## src/rtl/arb_pkg.sv

```systemverilog
package arb_pkg;

    localparam int unsigned MAX_LINES = 31;

    // Decision taken at a slot boundary
    typedef struct packed {
        logic        valid;
        logic        tail;
        logic [4:0]  idx;
    } arb_pick_t;

    // Width of a counter that reaches n-1 (at least one bit)
    function automatic int unsigned cnt_width(input int unsigned n);
        return (n > 1) ? $clog2(n) : 1;
    endfunction

    // Expand a decision into a one-hot vector over lines plus the tail device
    function automatic logic [MAX_LINES:0] pick_to_onehot(input arb_pick_t p,
                                                          input int unsigned lines);
        logic [MAX_LINES:0] v;
        v = '0;
        if (p.valid) begin
            if (p.tail) v[lines] = 1'b1;
            else        v[p.idx] = 1'b1;
        end
        return v;
    endfunction

endpackage

```

## src/rtl/arb_slot_timer.sv

```systemverilog
module arb_slot_timer #(
    parameter int unsigned SLOT_CYCLES = 4
) (
    input  logic clk,
    input  logic rst,
    output logic slot_last
);
    import arb_pkg::*;

    localparam int unsigned CW = cnt_width(SLOT_CYCLES);
    localparam logic [CW-1:0] LAST = CW'(SLOT_CYCLES - 1);

    logic [CW-1:0] cnt_q;

    always_ff @(posedge clk) begin
        if (rst)                cnt_q <= '0;
        else if (cnt_q == LAST) cnt_q <= '0;
        else                    cnt_q <= cnt_q + 1'b1;
    end

    assign slot_last = (cnt_q == LAST);


    cnt_range_chk: assert property (@(posedge clk) disable iff (rst)
        cnt_q <= LAST);

    generate
        if (SLOT_CYCLES > 1) begin : g_multi

            slot_gap_chk: assert property (@(posedge clk) disable iff (rst)
                slot_last |=> !slot_last);
        end
    endgenerate

endmodule

```

## src/rtl/arb_resv_bank.sv

```systemverilog
module arb_resv_bank #(
    parameter int unsigned NUM_LINES = 16
) (
    input  logic                 clk,
    input  logic                 rst,
    input  logic                 slot_last,
    input  logic [NUM_LINES-1:0] req,
    input  logic                 tail_req,
    output logic [NUM_LINES-1:0] resv,
    output logic                 tail_resv
);
    logic [NUM_LINES-1:0] pend_q;
    logic                 tail_q;

    generate
        for (genvar i = 0; i < NUM_LINES; i++) begin : g_line
            always_ff @(posedge clk) begin
                if (rst || slot_last) pend_q[i] <= 1'b0;
                else if (req[i])      pend_q[i] <= 1'b1;
            end
        end
    endgenerate

    always_ff @(posedge clk) begin
        if (rst || slot_last) tail_q <= 1'b0;
        else if (tail_req)    tail_q <= 1'b1;
    end

    // Reservation includes the request seen on the boundary clock itself
    assign resv      = pend_q | req;
    assign tail_resv = tail_q | tail_req;

    // a latch bit only sets after its line was seen
    latch_src_chk: assert property (@(posedge clk) disable iff (rst)
        ((pend_q & ~$past(pend_q) & ~$past(req)) == '0));

    // latches are empty at the start of each slot
    latch_clear_chk: assert property (@(posedge clk) disable iff (rst)
        slot_last |=> (pend_q == '0 && !tail_q));

endmodule

```

## src/rtl/arb_prio_pick.sv

```systemverilog
module arb_prio_pick #(
    parameter int unsigned NUM_LINES = 16
) (
    input  logic [NUM_LINES-1:0] resv,
    input  logic                 tail_resv,
    output arb_pkg::arb_pick_t   pick
);
    import arb_pkg::*;

    // blocked[i] is set when some lower-numbered line holds a reservation
    logic [NUM_LINES:0]   blocked;
    logic [NUM_LINES-1:0] win;

    assign blocked[0] = 1'b0;

    generate
        for (genvar i = 0; i < NUM_LINES; i++) begin : g_ladder
            assign win[i]       = resv[i] & ~blocked[i];
            assign blocked[i+1] = blocked[i] | resv[i];
        end
    endgenerate

    always_comb begin
        pick       = '0;
        pick.tail  = ~blocked[NUM_LINES] & tail_resv;
        pick.valid = blocked[NUM_LINES] | tail_resv;
        for (int j = 0; j < NUM_LINES; j++) begin
            if (win[j]) pick.idx = 5'(j);
        end
    end


    always_comb begin
        single_win_chk: assert ($onehot0(win));
    end

endmodule

```

## src/rtl/slot_arbiter.sv

```systemverilog
module slot_arbiter #(
    parameter int unsigned NUM_LINES   = 16,
    parameter int unsigned SLOT_CYCLES = 4
) (
    input  logic                 clk,
    input  logic                 rst,
    input  logic [NUM_LINES-1:0] xfer_req,
    input  logic                 tail_req,
    output logic                 slot_end,
    output logic [NUM_LINES:0]   grant,
    output logic                 grant_valid
);
    import arb_pkg::*;

    localparam int unsigned GW = NUM_LINES + 1;

    logic [NUM_LINES-1:0] resv;
    logic                 tail_resv;
    arb_pick_t            pick;
    logic [MAX_LINES:0]   pick_vec;
    logic [GW-1:0]        grant_q;
    logic                 valid_q;

    arb_slot_timer #(.SLOT_CYCLES(SLOT_CYCLES)) u_timer (
        .clk       (clk),
        .rst       (rst),
        .slot_last (slot_end)
    );

    arb_resv_bank #(.NUM_LINES(NUM_LINES)) u_bank (
        .clk       (clk),
        .rst       (rst),
        .slot_last (slot_end),
        .req       (xfer_req),
        .tail_req  (tail_req),
        .resv      (resv),
        .tail_resv (tail_resv)
    );

    arb_prio_pick #(.NUM_LINES(NUM_LINES)) u_pick (
        .resv      (resv),
        .tail_resv (tail_resv),
        .pick      (pick)
    );

    assign pick_vec = pick_to_onehot(pick, NUM_LINES);

    always_ff @(posedge clk) begin
        if (rst) begin
            grant_q <= '0;
            valid_q <= 1'b0;
        end else if (slot_end) begin
            grant_q <= pick_vec[GW-1:0];
            valid_q <= pick.valid;
        end
    end

    assign grant       = grant_q;
    assign grant_valid = valid_q;


    grant_onehot_chk: assert property (@(posedge clk) disable iff (rst)
        $onehot0(grant_q) && (valid_q == ($countones(grant_q) == 1)));


    grant_hold_chk: assert property (@(posedge clk) disable iff (rst)
        !slot_end |=> ($stable(grant_q) && $stable(valid_q)));


    top_line_chk: assert property (@(posedge clk) disable iff (rst)
        (slot_end && resv[0]) |=> grant_q[0]);


    tail_win_chk: assert property (@(posedge clk) disable iff (rst)
        (slot_end && resv == '0 && tail_resv) |=> grant_q[NUM_LINES]);


    tail_yield_chk: assert property (@(posedge clk) disable iff (rst)
        (slot_end && resv != '0) |=> !grant_q[NUM_LINES]);


    idle_slot_chk: assert property (@(posedge clk) disable iff (rst)
        (slot_end && resv == '0 && !tail_resv) |=> !valid_q);

endmodule

```

## config.mk

```make
export PLATFORM = sky130hd
export DESIGN_NAME = slot_arbiter
export DESIGN_NICKNAME = d
export VERILOG_FILES = /design/src/rtl/arb_pkg.sv /design/src/rtl/arb_slot_timer.sv /design/src/rtl/arb_resv_bank.sv /design/src/rtl/arb_prio_pick.sv /design/src/rtl/slot_arbiter.sv
export SDC_FILE = /design/constraint.sdc
export NUM_CORES = 1
export LEC_CHECK = 0
export BUFFER_PORTS_ARGS = -buffer_cell sky130_fd_sc_hd__buf_2
export CORE_MARGIN = 1.5
export CORE_UTILIZATION = 40
export CTS_CLUSTER_DIAMETER = 40
export DETAILED_ROUTE_END_ITERATION = 16
export PLACE_DENSITY = 0.72
export SLEW_MARGIN = 30
export SYNTH_ARGS = -nofsm -noshare
export SYNTH_HDL_FRONTEND = slang
export SYNTH_SLANG_ARGS = --single-unit
```

## constraint.sdc

```tcl
create_clock -name clk -period 2.3 [get_ports clk]
set_input_delay 0.69 -clock clk [delete_from_list [all_inputs] [get_ports clk]]
set_output_delay 0.69 -clock clk [all_outputs]
set_load 0.01 [all_outputs]
```

==> run summary, run 1 <==
Outcome -> completed
# clock sinks -> 37
Post-synth cell types -> 37
TritonCTS buffer count -> 5
Tmin final -> 1.91 ns
Hold buffers post-CTS -> 0
Rel. slew slack -> 68.6%
Yosys top cell area share -> 49.2%
Post-CTS setup buffers -> 0
Post-synth top cells -> nor2_1 (40), dfxtp_1 (37), nand2_1 (10)
Maximum vdd drop -> 0.540 mV
Initial Util -> 41.5%
Max-slew violations -> 0
Setup TNS -> 0 ns
PostCTS Resize Cnt -> 0
Syn nets -> 178
WP data arrival -> 2.10 ns
Mux contribution to synthesized area -> 0%
P&R area growth vs syn -> 23.3%
Area of the die -> 0.00414 mm²
Crit Path Class -> in -> reg
Number of global-route vias before repair -> 1,310
Number of buffers added on ports -> 37
Startpoint types -> primary input
Largest net degree at the start of global routing -> 19
Sequential share of the synthesized area -> 49.2%
# fillers -> 380
Warnings from Yosys -> 0
Die H -> 64.4 µm
Chip width -> 64.4 µm
RSZ-0062 raised after global routing -> false
Max FO, Critical Path -> 5
Max Fclk -> 0.523 GHz
Clk_skew -> 0.00343 ns
Site Rows -> 22
Post-route DRC -> 0
Sequential cell area -> 741 µm²
DP HPWL -> 2.36 mm
Power per cell area -> 726 mW/mm²
Complex-gate fraction of the synthesized area -> 16.3%
CTS tree -> built
DR vias -> 1,305
Worst-Margin Slew -> 0.470 ns
WL/cell -> 12.3 µm
Gpl congestion -> 0.743
Seq cells post-synth -> 37
Vias per cell -> 5.20
Drt pass-1 iters -> 4
CTS max path bufs -> 2
XOR/XNOR Fraction of Synth Area -> 0%
Yosys top cell by area -> dfxtp_1
Final antenna-violating net count -> 0
Largest family of logic cells by synthesized area -> simple AND/OR/NAND/NOR gates
Multi-input gate area -> 733 µm²
Worst skew pair latency -> 0.29 ns
Core ar. -> 0.00363 mm²
Max_cap viols -> 0
Ys async rst share -> 0%
Root buffer cell -> clkbuf_8
Post-Place Cells -> 243
Synth Area in Adders -> 0.831%
Fin crit share -> 83.1%
Wirelength, routed -> 3.09 mm
Simple-Gate Fraction of Synth Area -> 31.6%
Clock Pin Slew Worst Setup and Hold Paths -> 0.07 ns
I/O pin cnt -> 38
Most numerous cell in the Yosys netlist -> nor2_1
Top cells by area, synth -> dfxtp_1 (49%), nor2_1 (10%), nor4_4 (5.6%), a32o_1 (4.0%), nand2_1 (2.5%)
Layout cells sized above 1 -> 31.5%
Syn Inst Count -> 158
Starting DRT DRC Count -> 53
Number of antenna violations at the first check in global routing -> 0
Post-route insts no fill -> 251
Final hold violations -> 0
Total GRT Usage -> 17.6%
Post-synth EDFFs -> 0
Top_reg_cell synth -> dfxtp_1
Worst Hold Class -> reg -> reg
Mapped Avg Cell Area -> 9.53 µm²
Required time worst endpoint -> 2.49 ns
Worst Setup End Kind -> flip-flop
# setup viols final -> 0
Total grt overflow -> 0
Synth Cell Area -> 0.00151 mm²
Pleak -> 0.776 nW
Nets -> 222
First-pass GRT wire length -> 5.71 mm
# H-tree levels -> 2
Ant diodes -> 0
worst max-delay path, cell delays in order:
cell and delay (ns):
buf_2 0.11, nor4_1 0.41, nand3_1 0.22, nor2_1 0.19, a31oi_1 0.10, buf_4 0.16
a32o_1 0.22
flip-flops by register name (all words and copies together), names as in the netlist:
| register | cells |
|---|---|
| u_bank.tail_q | 1 |
| grant_valid | 1 |
| u_bank.pend_q | 16 |
| u_timer.cnt_q | 2 |
| grant | 17 |
metal layers:
| layer | vias up | GRT usage, % | routed length [µm] |
|---|---|---|---|
| met5 | - | 0 | 0 |
| met3 | 6 | 7.39 | 178 |
| li1 | 656 | - | - |
| met1 | 614 | 20.7 | 1440 |
| met2 | 29 | 29.2 | 1450 |
| met4 | 0 | 5.32 | 30 |
final cells by class:
cell class / count / share of cell area, %
repair buffers: 42 / 12.0
flip-flops and latches: 37 / 39.9
clock inverters: 1 / 0.269
clock buffers: 7 / 5.19
multi-input cells: 116 / 39.5
well taps: 48 / 3.23
kinds of logic (layout without fill, tap and decap cells):
| group | after synthesis | after routing |
|---|---|---|
| flip-flops | 37 | 37 |
| AO/OA/AOI/OAI | 33 | 33 |
| adder cells (fa/ha/maj) | 1 | 1 |
| AND/OR/NAND/NOR | 82 | 82 |
| buffers and inverters | 5 | 50 |
worst paths after layout:
path,end,slack [ns],startpoint,cells after the start
max,grant[9],0.39,xfer_req[10],7
min,u_timer.cnt_q[0],0.43,u_timer.cnt_q[0],1
max reg2reg,grant[10],0.56,u_bank.pend_q[3],5
min reg2reg,u_timer.cnt_q[0],0.43,u_timer.cnt_q[0],1
report_power, final:
part           total, W  switching (W)  leakage [nW]  internal [W]
registers      0.000701      0.0000248         0.304      0.000676
logic          0.000152      0.0000881         0.418     0.0000634
clock network  0.000496       0.000225        0.0542      0.000271
stage by stage:
step	hold WS [ns]	instance area, µm²	power, W	setup WS, ns	utilization (%)
floorplan	0.399	1510	0.000811	0.339	-
global placement	0.414	1760	0.000865	0.0740	48.3
detailed placement	0.430	1760	0.000868	0.0752	48.3
CTS	0.444	1860	0.00136	0.382	51.1
global route	0.459	1860	0.00142	0.242	51.1
finish	0.432	1860	0.00135	0.389	51.1
layout by cell type, fill, tap and decap left out, drive strengths merged, types with 2 or more instances in the layout:
master,netlist,routed
nand2,10,10
nor4,7,7
dfxtp,37,37
nand3,6,6
nand2b,6,6
buf,2,42
nor2,42,42
nor3,2,2
a211oi,2,2
o31a,2,2
o21ai,7,7
a22o,3,3
and2,3,3
or2,2,2
a21oi,4,4
a32o,6,6
a31oi,2,2
clkbuf,3,7
o31ai,2,2
Note: power is estimated with default switching activity, not from simulation.
==> inputs of run 2 (changes only) <==
--- a/config.mk
+++ b/config.mk
@@ -10,7 +10,7 @@
 export CORE_UTILIZATION = 40
 export CTS_CLUSTER_DIAMETER = 40
 export DETAILED_ROUTE_END_ITERATION = 16
-export PLACE_DENSITY = 0.72
+export PLACE_DENSITY = 0.74
 export SLEW_MARGIN = 30
 export SYNTH_ARGS = -nofsm -noshare
 export SYNTH_HDL_FRONTEND = slang
==> constraint.sdc (replaced) <==
create_clock -name clk -period 1.6 [get_ports clk]
set_input_delay 0.48 -clock clk [delete_from_list [all_inputs] [get_ports clk]]
set_output_delay 0.48 -clock clk [all_outputs]
set_load 0.01 [all_outputs]
==> run summary, run 2 (synthesized netlist as in run 1, its figures left out) <==
Power per cell area -> 901 mW/mm² (+24%)
Crit Path Class -> reg -> reg
Final antenna-violating net count -> 0 (unchanged)
M3 GR Usage -> 5.28% (-2.1 points)
Nets -> 247 (+11%)
Worst Setup End Kind -> flip-flop
Number of antenna violations at the first check in global routing -> 0 (unchanged)
P&R area growth vs syn -> 46.4%
Chip width -> 64.4 µm (unchanged)
RSZ-0062 raised after global routing -> true
Die H -> 64.4 µm (unchanged)
Clk_skew -> 0.00290 ns (-0.000522 ns)
# H-tree levels -> 2 (unchanged)
Wirelength, routed -> 3.55 mm (+15%)
Worst Hold Class -> reg -> reg
Worst Reg-to-Reg Cells -> 5 (unchanged)
GR met1 Demand/Resource -> 20.1% (-0.59 points)
Flop2flop setup slack -> -0.1 ns (-0.66 ns)
Fin crit share -> 106%
CTS max path bufs -> 2 (unchanged)
Pleak -> 0.950 nW (+22%)
Rel. slew slack -> 68.0% (-0.56 points)
WL/cell -> 12.9 µm (+4.6%)
CP max stage cell -> or3b_4
Maximum vdd drop -> 0.439 mV (-19%)
Placed cell areas -> 0.00191 mm² (+9.0%)
Crit-path cells -> nor4_4 > nand4_4 > or3b_4 > nor2_4 > a32o_1
Ant diodes -> 0 (unchanged)
Gpl congestion -> 0.770 (+3.6%)
Number of global-route vias before repair -> 1,326 (+1.2%)
Post-route DRC -> 0 (unchanged)
Area of the die -> 0.00414 mm² (unchanged)
WP data arrival -> 1.93 ns (-0.17 ns)
Starting DRT DRC Count -> 65 (+23%)
Design area -> 0.00221 mm² (+19%)
Number of buffers added on ports -> 37 (unchanged)
Final hold violations -> 0 (unchanged)
Crit-path leading delay family -> simple AND/OR/NAND/NOR gates
Post-Place Cells -> 264 (+8.6%)
Max stage delay on crit path -> 0.48 ns (+0.07 ns)
DP HPWL -> 2.55 mm (+8.3%)
Drt pass-1 iters -> 4 (unchanged)
First-pass GRT wire length -> 5.69 mm (-0.49%)
Buffers and inverters on the worst path -> 0 (-2)
Outcome -> complete, but fails checks
CTS tree -> built
Startpoint types -> flip-flop
Largest net degree at the start of global routing -> 19 (unchanged)
Cell count along the critical path -> 5 (-2)
Total grt overflow -> 0 (unchanged)
GR Util met2 -> 30.6% (+1.4 points)
Layout cells sized above 1 -> 48.9% (+17 points)
Core ar. -> 0.00363 mm² (unchanged)
Max-slew violations -> 0 (unchanged)
Total GRT Usage -> 17.9% (+0.24 points)
Initial Util -> 41.5% (unchanged)
Max FO, Critical Path -> 4 (-1)
Clock Pin Slew Worst Setup and Hold Paths -> 0.07 ns (about the same)
TritonCTS buffer count -> 5 (unchanged)
DR vias -> 1,407 (+7.8%)
Smallest hold slack -> 0.431 ns (-0.000167 ns)
Hold buffers post-CTS -> 0 (unchanged)
Busiest metal layer after global routing -> met2
Root buffer cell -> clkbuf_8
Max_cap viols -> 0 (unchanged)
Setup TNS -> -0.527 ns (-0.527 ns)
Tmin final -> 1.70 ns
Hold Path Cell Cnt -> 1 (unchanged)
Largest register FFs -> 17 (unchanged)
I/O pin cnt -> 38 (unchanged)
Vias per cell -> 5.12 (-1.6%)
# clock sinks -> 37 (unchanged)
Worst skew pair latency -> 0.29 ns (about the same)
Post-route setup slack -> -0.0956 ns (-0.484 ns)
Site Rows -> 22 (unchanged)
Required time worst endpoint -> 1.83 ns (-0.66 ns)
Failing checks -> negative setup slack
Worst-Margin Slew -> 0.479 ns (+0.00931 ns)
Max Fclk -> 0.590 GHz
# setup viols final -> 9 (+9)
Most frequent cells in the layout -> nor2_1 (37), dfxtp_1 (32), buf_2 (32)
Post-route insts no fill -> 275 (+9.6%)
Commonest non-fill, non-tap cell in the layout -> nor2_1
## run 2: cell types whose count changed in the layout (fill, tap and decap cells not counted), moves of 2 or more
cell	delta
o21ai_2	+3
nand3_2	+2
o21ai_1	-2
buf_2	-5
buf_6	+6
dfxtp_1	-5
nor4_1	-2
buf_4	+24
nand3_1	-2
nor2_1	-3
dfxtp_2	+5
nor2_2	+2
nor3_4	+2
nor4_4	+2
## run 2: worst paths after layout
kind                       to             start
max reg2reg         grant[15]  u_bank.pend_q[1]
min reg2reg  u_timer.cnt_q[0]  u_timer.cnt_q[0]
max                 grant[15]  u_bank.pend_q[1]
min          u_timer.cnt_q[0]  u_timer.cnt_q[0]
## run 2: metrics by stage
| step | setup slack [ns] | total power [W] | util, % |
|---|---|---|---|
| finish | -0.0956 | 0.00199 | 60.7 |
| global route | -0.174 | 0.00208 | 60.7 |
| floorplan | -0.136 | 0.00117 | - |
| global placement | -0.362 | 0.00129 | 52.7 |
| CTS | -0.0785 | 0.00197 | 57.4 |
| detailed placement | -0.389 | 0.00130 | 52.7 |
## run 2: area by class of cell
cell class	instances	area [µm²]
clock buffer	7	86.3
fill	332	1430
multi-input combinational	116	867
sequential	37	747
tap	48	60.1
timing repair buffer	67	445
## run 2: repair_timing
action                                  4_1_cts  5_1_grt
gates resized for setup                      19       26
endpoints found under the setup margin       11       15
setup buffers                                 2        2
pin swaps                                    12       10
## run 2: where the power goes
part / switching, W / internal (W) / total (W)
sequential: 0.0000400 / 0.000975 / 0.00101
clock: 0.000308 / 0.000341 / 0.000649
combinational: 0.000161 / 0.000163 / 0.000324
## run 2: metal layers
metal | routed length, µm | share of wire [%] | vias up
li1 | - | - | 710
met1 | 1520 | 43 | 667
met2 | 1810 | 51 | 25
met3 | 148 | 4.2 | 5
met4 | 72 | 2.0 | 0
met5 | 0 | 0 | -
==> inputs of run 3 (changes only) <==
--- a/config.mk
+++ b/config.mk
@@ -6,7 +6,7 @@
 export NUM_CORES = 1
 export LEC_CHECK = 0
 export BUFFER_PORTS_ARGS = -buffer_cell sky130_fd_sc_hd__buf_2
-export CORE_MARGIN = 1.5
+export CORE_MARGIN = 2
 export CORE_UTILIZATION = 40
 export CTS_CLUSTER_DIAMETER = 40
 export DETAILED_ROUTE_END_ITERATION = 16
==> run summary, run 3 (synthesized netlist as in run 1, its figures left out) <==
Int Pwr -> 0.00147 W (-0.46%)
P&R area growth vs syn -> 42.3%
Max-slew violations -> 0 (unchanged)
Placed cell areas -> 0.00193 mm² (+0.78%)
Total grt overflow -> 0 (unchanged)
# clock sinks -> 37 (unchanged)
Outcome -> complete, but fails checks
Worst skew pair latency -> 0.29 ns (about the same)
Number of global-route vias before repair -> 1,304 (-1.7%)
Initial Util -> 41.5% (unchanged)
CTS tree -> built
Gpl congestion -> 0.782 (+1.5%)
Hold Path Cell Cnt -> 1 (unchanged)
Worst-Margin Slew -> 0.507 ns (+0.0273 ns)
Clock Power Share -> 32.7% (about the same)
I/O pin cnt -> 38 (unchanged)
DP HPWL -> 2.61 mm (+2.2%)
# setup viols final -> 10 (+1)
Starting DRT DRC Count -> 42 (-35%)
Post-route DRC -> 0 (unchanged)
Reg power frac -> 51.6% (+0.6 points)
Pleak -> 0.908 nW (-4.4%)
Root buffer cell -> clkbuf_8
Commonest non-fill, non-tap cell in the layout -> nor2_1
DR vias -> 1,390 (-1.2%)
Chip width -> 65.4 µm (+1.6%)
WP data arrival -> 1.84 ns (-0.09 ns)
Worst Setup End Kind -> flip-flop
Total GRT Usage -> 18.0% (+0.096 points)
Ant diodes -> 0 (unchanged)
Area of the die -> 0.00427 mm² (+3.1%)
Power per cell area -> 916 mW/mm² (+1.6%)
Maximum vdd drop -> 0.373 mV (-15%)
Crit Path Class -> in -> reg
TritonCTS buffer count -> 5 (unchanged)
Fin crit share -> 104% (-1.6 points)
CTS max path bufs -> 2 (unchanged)
Design area -> 0.00214 mm² (-2.8%)
Largest net degree at the start of global routing -> 19 (unchanged)
Tmin final -> 1.67 ns (-0.0255 ns)
Max Fclk -> 0.599 GHz (+1.5%)
Die H -> 65.4 µm (+1.6%)
RSZ-0062 raised after global routing -> true
Worst Hold Class -> reg -> reg
Number of antenna violations at the first check in global routing -> 0 (unchanged)
Switching share of power -> 25.0% (-0.59 points)
Clock Pin Slew Worst Setup and Hold Paths -> 0.06 ns (about the same)
# H-tree levels -> 2 (unchanged)
Psw -> 0.000491 W (-3.5%)
First-pass GRT wire length -> 5.81 mm (+2.2%)
Post-route setup slack -> -0.0701 ns (+0.0255 ns)
Wirelength, routed -> 3.46 mm (-2.3%)
Largest register FFs -> 17 (unchanged)
Nets -> 247 (unchanged)
Final hold violations -> 0 (unchanged)
Number of buffers added on ports -> 37 (unchanged)
Startpoint types -> primary input
Layout cells sized above 1 -> 43.6% (-5.3 points)
Most frequent cells in the layout -> nor2_1 (39), dfxtp_1 (33), buf_2 (31)
Max FO, Critical Path -> 5 (+1)
Drt pass-1 iters -> 4 (unchanged)
Clk_skew -> 0.00538 ns (+0.00248 ns)
Worst Reg-to-Reg Cells -> 5 (unchanged)
Failing checks -> negative setup slack
Setup TNS -> -0.374 ns (+0.153 ns)
Rel. slew slack -> 66.2% (-1.8 points)
Final antenna-violating net count -> 0 (unchanged)
Max_cap viols -> 0 (unchanged)
Required time worst endpoint -> 1.77 ns (-0.06 ns)
Vias per cell -> 5.05 (-1.2%)
WL/cell -> 12.6 µm (-2.3%)
Gate power share -> 15.7% (-0.6 points)
Site Rows -> 22 (unchanged)
Core ar. -> 0.00363 mm² (unchanged)
## run 3: cell counts in the layout (fill, tap and decap cells not counted)
No cell type changed its count.
## run 3: final timing paths
path	start	endpoint	slack [ns]
setup / recovery	xfer_req[2]	grant[11]	-0.07
hold / removal	u_timer.cnt_q[0]	u_timer.cnt_q[0]	0.43
setup reg to reg	u_bank.pend_q[2]	grant[11]	-0.06
hold reg to reg	u_timer.cnt_q[0]	u_timer.cnt_q[0]	0.43
## run 3: per-stage QoR
step                total power, W  hold WS [ns]  cells  utilization (%)  worst slack [ns]
floorplan                  0.00117         0.399    158                -            -0.136
global placement           0.00130         0.410    266             53.1            -0.339
detailed placement         0.00131         0.419    266             53.1            -0.382
CTS                        0.00197         0.433    275             57.9           -0.0651
global route               0.00206         0.442    275             59.0            -0.135
finish                     0.00196         0.430    275             59.0           -0.0701
## run 3: per-layer routing
layer	up-vias	track usage [%]	part of all wire, %
li1	708	-	-
met1	642	21.7	45
met2	33	30.1	49
met5	-	0	0
met3	7	3.60	4.4
met4	0	9.38	1.6
## run 3: area by class of cell
cell class                      count  area [µm²]
Fill cell                         336        1490
Timing Repair Buffer               67         452
Sequential cell                    37         746
Multi-Input combinational cell    116         800
Clock buffer                        7        86.3
Tap cell                           48        60.1
## run 3: power by group through the flow
stage	combinational, W	sequential (W)	clock (W)
floorplan	0.000141	0.00103	0
global placement	0.000274	0.00102	0
detailed placement	0.000279	0.00103	0
CTS	0.000302	0.00101	0.000661
global route	0.000339	0.00102	0.000703
finish	0.000308	0.00101	0.000642
## run 3: what timing repair did
item,4_1_cts,5_1_grt
pin swaps,12,4
setup buffers,2,0
endpoints found under the hold margin,0,0
endpoints found under the setup margin,13,17
gates resized for setup,18,9
hold buffers,0,0
## run 3: worst max-delay path, cell delays in order
cell	delay (ns)
buf_6	0.10
or4_4	0.53
o21ai_2	0.14
a31oi_1	0.06
a31o_2	0.27
a32o_1	0.25
